**config.mk**
```make
export PLATFORM = sky130hd
export DESIGN_NAME = bq_decade_top
export DESIGN_NICKNAME = d
export VERILOG_FILES = /design/src/rtl/bq_pkg.sv /design/src/rtl/bq_fall_det.sv /design/src/rtl/bq_div2.sv /design/src/rtl/bq_div5.sv /design/src/rtl/bq_decade_top.sv
export SDC_FILE = /design/constraint.sdc
export NUM_CORES = 1
export LEC_CHECK = 0
export CAP_MARGIN = 25
export CORE_AREA = 4 4 41 43
export CTS_CLUSTER_SIZE = 10
export DETAILED_ROUTE_END_ITERATION = 6
export DIE_AREA = 0 0 45 47
export SYNTH_ARGS = -nofsm -noshare
export SYNTH_HDL_FRONTEND = slang
export SYNTH_SLANG_ARGS = --single-unit
```
**constraint.sdc**
```tcl
create_clock -name clk_i -period 1.3 [get_ports clk_i]
set_input_delay 0.26 -clock clk_i [delete_from_list [all_inputs] [get_ports clk_i]]
set_output_delay 0.26 -clock clk_i [all_outputs]
set_load 0.05 [all_outputs]
```
**src/rtl/bq_pkg.sv**
```systemverilog
`timescale 1ns/1ps
package bq_pkg;
  typedef enum logic [1:0] {
    MODE_SPLIT = 2'b00,
    MODE_DEC   = 2'b01,
    MODE_SYM   = 2'b10,
    MODE_ALT   = 2'b11
  } bq_mode_e;

  localparam int unsigned QUINARY_W    = 3;
  localparam int unsigned QUINARY_LAST = 4;
  localparam int unsigned N_CNT_IN     = 2;
endpackage

```
**src/rtl/bq_fall_det.sv**
```systemverilog
`timescale 1ns/1ps
module bq_fall_det #(
  parameter int unsigned STAGES = 2
) (
  input  logic clk_i,
  input  logic rst_ni,
  input  logic sig_i,
  output logic fall_o
);
  localparam int unsigned TOP = STAGES - 1;

  logic [STAGES-1:0] shr_q;
  logic [STAGES-1:0] shr_d;

  always_comb begin
    shr_d = {shr_q[STAGES-2:0], sig_i};
  end

  always_ff @(posedge clk_i or negedge rst_ni) begin
    if (!rst_ni) shr_q <= '0;
    else         shr_q <= shr_d;
  end

  assign fall_o = shr_q[TOP] & ~shr_q[TOP-1];


  single_pulse_chk: assert property (@(posedge clk_i) disable iff (!rst_ni)
    fall_o |=> !fall_o);
endmodule

```
**src/rtl/bq_div2.sv**
```systemverilog
`timescale 1ns/1ps
module bq_div2 (
  input  logic clk_i,
  input  logic rst_ni,
  input  logic set_i,
  input  logic clr_i,
  input  logic step_i,
  output logic q_o,
  output logic fall_o
);
  logic q_q, q_d, en;

  always_comb begin
    en  = set_i | clr_i | step_i;
    q_d = q_q;
    if (set_i)       q_d = 1'b1;
    else if (clr_i)  q_d = 1'b0;
    else if (step_i) q_d = ~q_q;
  end

  always_ff @(posedge clk_i or negedge rst_ni) begin
    if (!rst_ni)  q_q <= 1'b0;
    else if (en)  q_q <= q_d;
  end

  assign q_o    = q_q;
  assign fall_o = step_i & q_q & ~set_i & ~clr_i;


  toggle_chk: assert property (@(posedge clk_i) disable iff (!rst_ni)
    (step_i && !set_i && !clr_i) |=> (q_o != $past(q_o)));
endmodule

```
**src/rtl/bq_div5.sv**
```systemverilog
`timescale 1ns/1ps
module bq_div5 import bq_pkg::*; (
  input  logic                 clk_i,
  input  logic                 rst_ni,
  input  logic                 set_i,
  input  logic                 clr_i,
  input  logic                 step_i,
  output logic [QUINARY_W-1:0] q_o,
  output logic                 wrap_o
);
  localparam logic [QUINARY_W-1:0] LAST = QUINARY_W'(QUINARY_LAST);

  logic [QUINARY_W-1:0] st_q, st_d;
  logic en;

  always_comb begin
    en   = set_i | clr_i | step_i;
    st_d = st_q;
    if (set_i)       st_d = LAST;
    else if (clr_i)  st_d = '0;
    else if (step_i) st_d = (st_q >= LAST) ? '0 : st_q + 1'b1;
  end

  always_ff @(posedge clk_i or negedge rst_ni) begin
    if (!rst_ni)  st_q <= '0;
    else if (en)  st_q <= st_d;
  end

  assign q_o    = st_q;
  assign wrap_o = step_i & st_q[QUINARY_W-1] & ~set_i & ~clr_i;


  in_range_chk: assert property (@(posedge clk_i) disable iff (!rst_ni)
    st_q <= LAST);


  hold_chk: assert property (@(posedge clk_i) disable iff (!rst_ni)
    !(set_i || clr_i || step_i) |=> $stable(st_q));
endmodule

```
**src/rtl/bq_decade_top.sv**
```systemverilog
`timescale 1ns/1ps
module bq_decade_top import bq_pkg::*; #(
  parameter int unsigned SYNC_STAGES = 2
) (
  input  logic       clk_i,
  input  logic       rst_ni,
  input  logic       cnt_a_i,
  input  logic       cnt_b_i,
  input  logic [1:0] clr_i,
  input  logic [1:0] pre_i,
  input  logic [1:0] mode_i,
  output logic [3:0] q_o
);
  logic [SYNC_STAGES-1:0] rst_sync_q;
  logic rst_n_s;

  always_ff @(posedge clk_i or negedge rst_ni) begin
    if (!rst_ni) rst_sync_q <= '0;
    else         rst_sync_q <= {rst_sync_q[SYNC_STAGES-2:0], 1'b1};
  end
  assign rst_n_s = rst_sync_q[SYNC_STAGES-1];

  logic [N_CNT_IN-1:0] cnt_raw, cnt_fall;
  assign cnt_raw = {cnt_b_i, cnt_a_i};

  for (genvar g = 0; g < N_CNT_IN; g++) begin : g_edge
    bq_fall_det #(.STAGES(SYNC_STAGES)) u_fall (
      .clk_i (clk_i),
      .rst_ni(rst_n_s),
      .sig_i (cnt_raw[g]),
      .fall_o(cnt_fall[g])
    );
  end

  logic load_nine, load_zero;
  logic step_a, step_b;
  logic a_q, a_fall, m_wrap;
  logic [QUINARY_W-1:0] m_q;
  bq_mode_e mode;

  always_comb begin
    mode      = bq_mode_e'(mode_i);
    load_nine = &pre_i;
    load_zero = &clr_i;
    unique case (mode)
      MODE_DEC: begin
        step_a = cnt_fall[0];
        step_b = cnt_fall[0] & a_q;
      end
      MODE_SYM: begin
        step_b = cnt_fall[1];
        step_a = m_wrap;
      end
      default: begin
        step_a = cnt_fall[0];
        step_b = cnt_fall[1];
      end
    endcase
  end

  bq_div2 u_two (
    .clk_i (clk_i),
    .rst_ni(rst_n_s),
    .set_i (load_nine),
    .clr_i (load_zero),
    .step_i(step_a),
    .q_o   (a_q),
    .fall_o(a_fall)
  );

  bq_div5 u_five (
    .clk_i (clk_i),
    .rst_ni(rst_n_s),
    .set_i (load_nine),
    .clr_i (load_zero),
    .step_i(step_b),
    .q_o   (m_q),
    .wrap_o(m_wrap)
  );

  assign q_o = {m_q, a_q};


  preset_nine_chk: assert property (@(posedge clk_i) disable iff (!rst_n_s)
    load_nine |=> (q_o == 4'b1001));


  clear_zero_chk: assert property (@(posedge clk_i) disable iff (!rst_n_s)
    (load_zero && !load_nine) |=> (q_o == 4'b0000));


  dec_chain_chk: assert property (@(posedge clk_i) disable iff (!rst_n_s)
    (mode == MODE_DEC && a_fall && !load_nine && !load_zero)
      |=> (m_q != $past(m_q)));


  dec_wrap_chk: assert property (@(posedge clk_i) disable iff (!rst_n_s)
    (mode == MODE_DEC && cnt_fall[0] && q_o == 4'd9 && !load_nine && !load_zero)
      |=> (q_o == 4'd0));
endmodule

```
==> impl_results.md <==
* Setup TNS Final at 0 ns
* Synth Area in XOR/XNOR at 1.96%
* Worst r2r dst: u_five.q_o[2]$_DFFE_PN0P_
* Skew final at 0.00182 ns
* Setup Viol. Count Final at 0
* Total internal power at 0.000608 W
* Synth Warn # at 0
* Hold Violations, Final at 0
* Num ports at 14
* All-layer global routing usage at 8.26%
* Sequential area share after synthesis at 56.0%
* Pre-antenna DRT Iters at 1
* Final Routed Wirelength at 694 um
* Crit path max fanout at 3
* Fmax at 821 MHz
* Nets at 69
* Syn Area/Cell at 11.5 sq um
* Clk_lat worst skew at 0.26 ns
* Slew Viols, Final at 0
* Clk sinks at 10
* Via count of the routed design at 315
* Largest net degree at the start of global routing at 9
* GP Congestion at 0.682
* Syn_nets at 51
* Net Sw Power at 0.000214 W
* Period utilisation layout at 93.6%
* Clock root cell: clkbuf_4
* Max Buffers Root-to-Sink at 2
* Slowest cell on the critical path: dfrtp_1
* Worst setup EP type: register
* Main combinational cell family by area after synthesis: simple AND/OR/NAND/NOR gates
* Post-route non-filler standard cell count at 71
* Worst reg2reg startpoint: g_edge[0].u_fall.shr_q[0]$_DFF_PN0_
* Cell row count at 13
* CP Cell Sequence: and4bb_1, a32o_2, mux2i_1, o21ai_1
* Die Ht at 47 um
* Die area at 2120 sq um
* Worst Path Arrival at 1.36 ns
* Drt drc at 0
* Vias per inst at 4.44
* Post-cts hold buffer count at 0
* CP Launch Type: register
* # port buffers at 13
* First-pass GRT wire length at 1150 um
* Core area at 1300 sq um
* Routed len/inst at 9.77 um
* GRT overflow at 0
* Area growth syn-to-layout at 51.3%
* Sw frac at 26.1%
* DIE WIDTH at 45 um
* Fin crit period at 1.22 ns
* Synth top area cells: dfrtp_1, mux2i_1, ha_1
* DP Area at 638 sq um
* CTS clk-pin slew, worst paths at 0.06 ns
* Flops & latches, synth at 10
* Final instance area at 676 sq um
* Post-synthesis compound-gate area fraction at 6.72%
* Worst slack, placed at -0.301 ns
* Static leakage at 0.318 nW
* Worst IR Drop VDD at 0.000722 V
* TritonCTS Buffers at 3
* Reg2reg path depth at 4
* Fill cell count at 135
* Total of max-cap violations at 0
* Cells after DPL at 67
* Share of cells above drive strength 1 at 21.4%
* Mux contribution to synthesized area at 6.72%
* Status: finished clean
* Dominant cell type by area after synthesis: dfrtp_1
* CP required at 1.45 ns
* Sequential share of power at 44.0%
* Part of the power in the clock network at 32.7%
* DRT iter0 DRCs at 0
* Combinational share of power at 23.4%
* Total chip power at 0.000822 W
* Final ANT Viol Nets at 0
* Synthesized area at 447 sq um
* Power per cell area at 1220 nW/um^2
* H-tree levels at 1
* Initial Util at 34.3%
* Vias in the first global route at 289
* Antenna violations before repair at 0
* Final WS setup at 0.0826 ns
* Hold Crit Class: register to asynchronous set/reset pin
* Synth Area in Simple Gates at 17.1%
* Cells after synthesis at 39
* Setup CP Type: register to register
* Area share of fa/ha/maj cells after synthesis at 5.60%
* CTS tree: done
* DP HPWL at 585 um
* Unrepaired setup endpoints after global routing: true
* Post-CTS Setup Inserts at 0
* Synth top area share at 56.0%
* Flop-to-flop setup slack at 0.08 ns
* Unique cell type count in the Yosys netlist at 18
* Slowest stage delay, CP at 0.39 ns
* Antenna Cells at 0
-- power by group through the flow --
stage          clock (W)  combinational (W)  sequential [W]
5_1_grt         0.000304           0.000203        0.000366
4_1_cts         0.000282           0.000194        0.000362
3_3_place_gp           0           0.000194        0.000369
3_5_place_dp           0           0.000194        0.000368
6_report        0.000268           0.000192        0.000361
2_1_floorplan          0          0.0000720        0.000388
-- registers in the layout (all words and copies together) (netlist names) --
signal,count
u_two.q_o,1
rst_sync_q,2
u_five.q_o,3
g_edge.u_fall.shr_q,4
-- worst max-delay path by stage --
stage                                              from                        end  depth (start not counted)
global route        g_edge[0].u_fall.shr_q[0]$_DFF_PN0_  u_five.q_o[2]$_DFFE_PN0P_                          4
global placement                              mode_i[1]  u_five.q_o[2]$_DFFE_PN0P_                          5
detailed placement                            mode_i[1]  u_five.q_o[2]$_DFFE_PN0P_                          5
floorplan                     u_five.q_o[0]$_DFFE_PN0P_  u_five.q_o[1]$_DFFE_PN0P_                          5
CTS                                           mode_i[0]  u_five.q_o[2]$_DFFE_PN0P_                          5
finish              g_edge[0].u_fall.shr_q[0]$_DFF_PN0_  u_five.q_o[2]$_DFFE_PN0P_                          4
-- metrics by stage --
| step | util, % | hold WS [ns] |
|---|---|---|
| finish | 51.9 | 0.121 |
| global route | 51.9 | 0.141 |
| CTS | 51.7 | 0.136 |
| detailed placement | 49.0 | 0.130 |
| global placement | 49.0 | 0.137 |
| floorplan | - | -0.0356 |
-- repair_timing --
item / 4_1_cts / 5_1_grt
setup endpoints to repair: 1 / 3
gates resized for setup: 1 / 1
pin swaps: 0 / 1
-- per-layer routing --
metal | vias to the layer above | wire length [um] | track usage (%)
met5 | - | 0 | 0
met4 | 0 | 10 | 10.5
met3 | 2 | 58 | 2.68
met2 | 9 | 340 | 11.3
met1 | 143 | 285 | 9.03
li1 | 161 | - | -
-- area by class of cell --
type                       instances  area [sq um]  area share, %
sequential                        10           253           37.4
timing repair buffer              14           179           26.5
multi-input combinational         24           174           25.7
clock buffer                       4          36.3           5.37
tap                               15          18.8           2.78
inverter                           4          15.0           2.22
-- placed cells by master, fill, tap and decap left out, drive strengths merged --
cell           count
a32o               1
a32oi              1
and2               1
and4bb             1
buf                5
clkbuf             4
clkdlybuf4s50      7
conb               1
dfrtp             10
dlygate4sd2        1
dlymetal6s2s       1
ha                 2
inv                4
mux2i              3
nand2              3
nand2b             2
nor2               3
nor2b              2
nor4bb             1
o21ai              2
xor2               1
-- synthesized netlist by cell type, drive strengths merged --
master   n
dfrtp   10
inv      4
mux2i    3
nand2    3
nor2     3
ha       2
nand2b   2
nor2b    2
o21ai    2
a32o     1
a32oi    1
and2     1
and4bb   1
buf      1
conb     1
nor4bb   1
xor2     1
-- critical path, delay by kind of cell (launching register included) --
| family | cells | cell delay, ns |
|---|---|---|
| and+or+nand+nor | 1 | 0.26 |
| AOI/OAI and AO/OA | 2 | 0.25 |
| muxes | 1 | 0.22 |
| DFF | 1 | 0.39 |
-- logic make-up after synthesis --
| family | count (synthesis) |
|---|---|
| other | 1 |
| AND/OR/NAND/NOR | 13 |
| buffers and inverters | 5 |
| flip-flops | 10 |
| XOR/XNOR | 1 |
| AO/OA/AOI/OAI | 4 |
| adder cells (fa/ha/maj) | 2 |
| multiplexers | 3 |
Note: power is estimated with default switching activity, not from simulation.
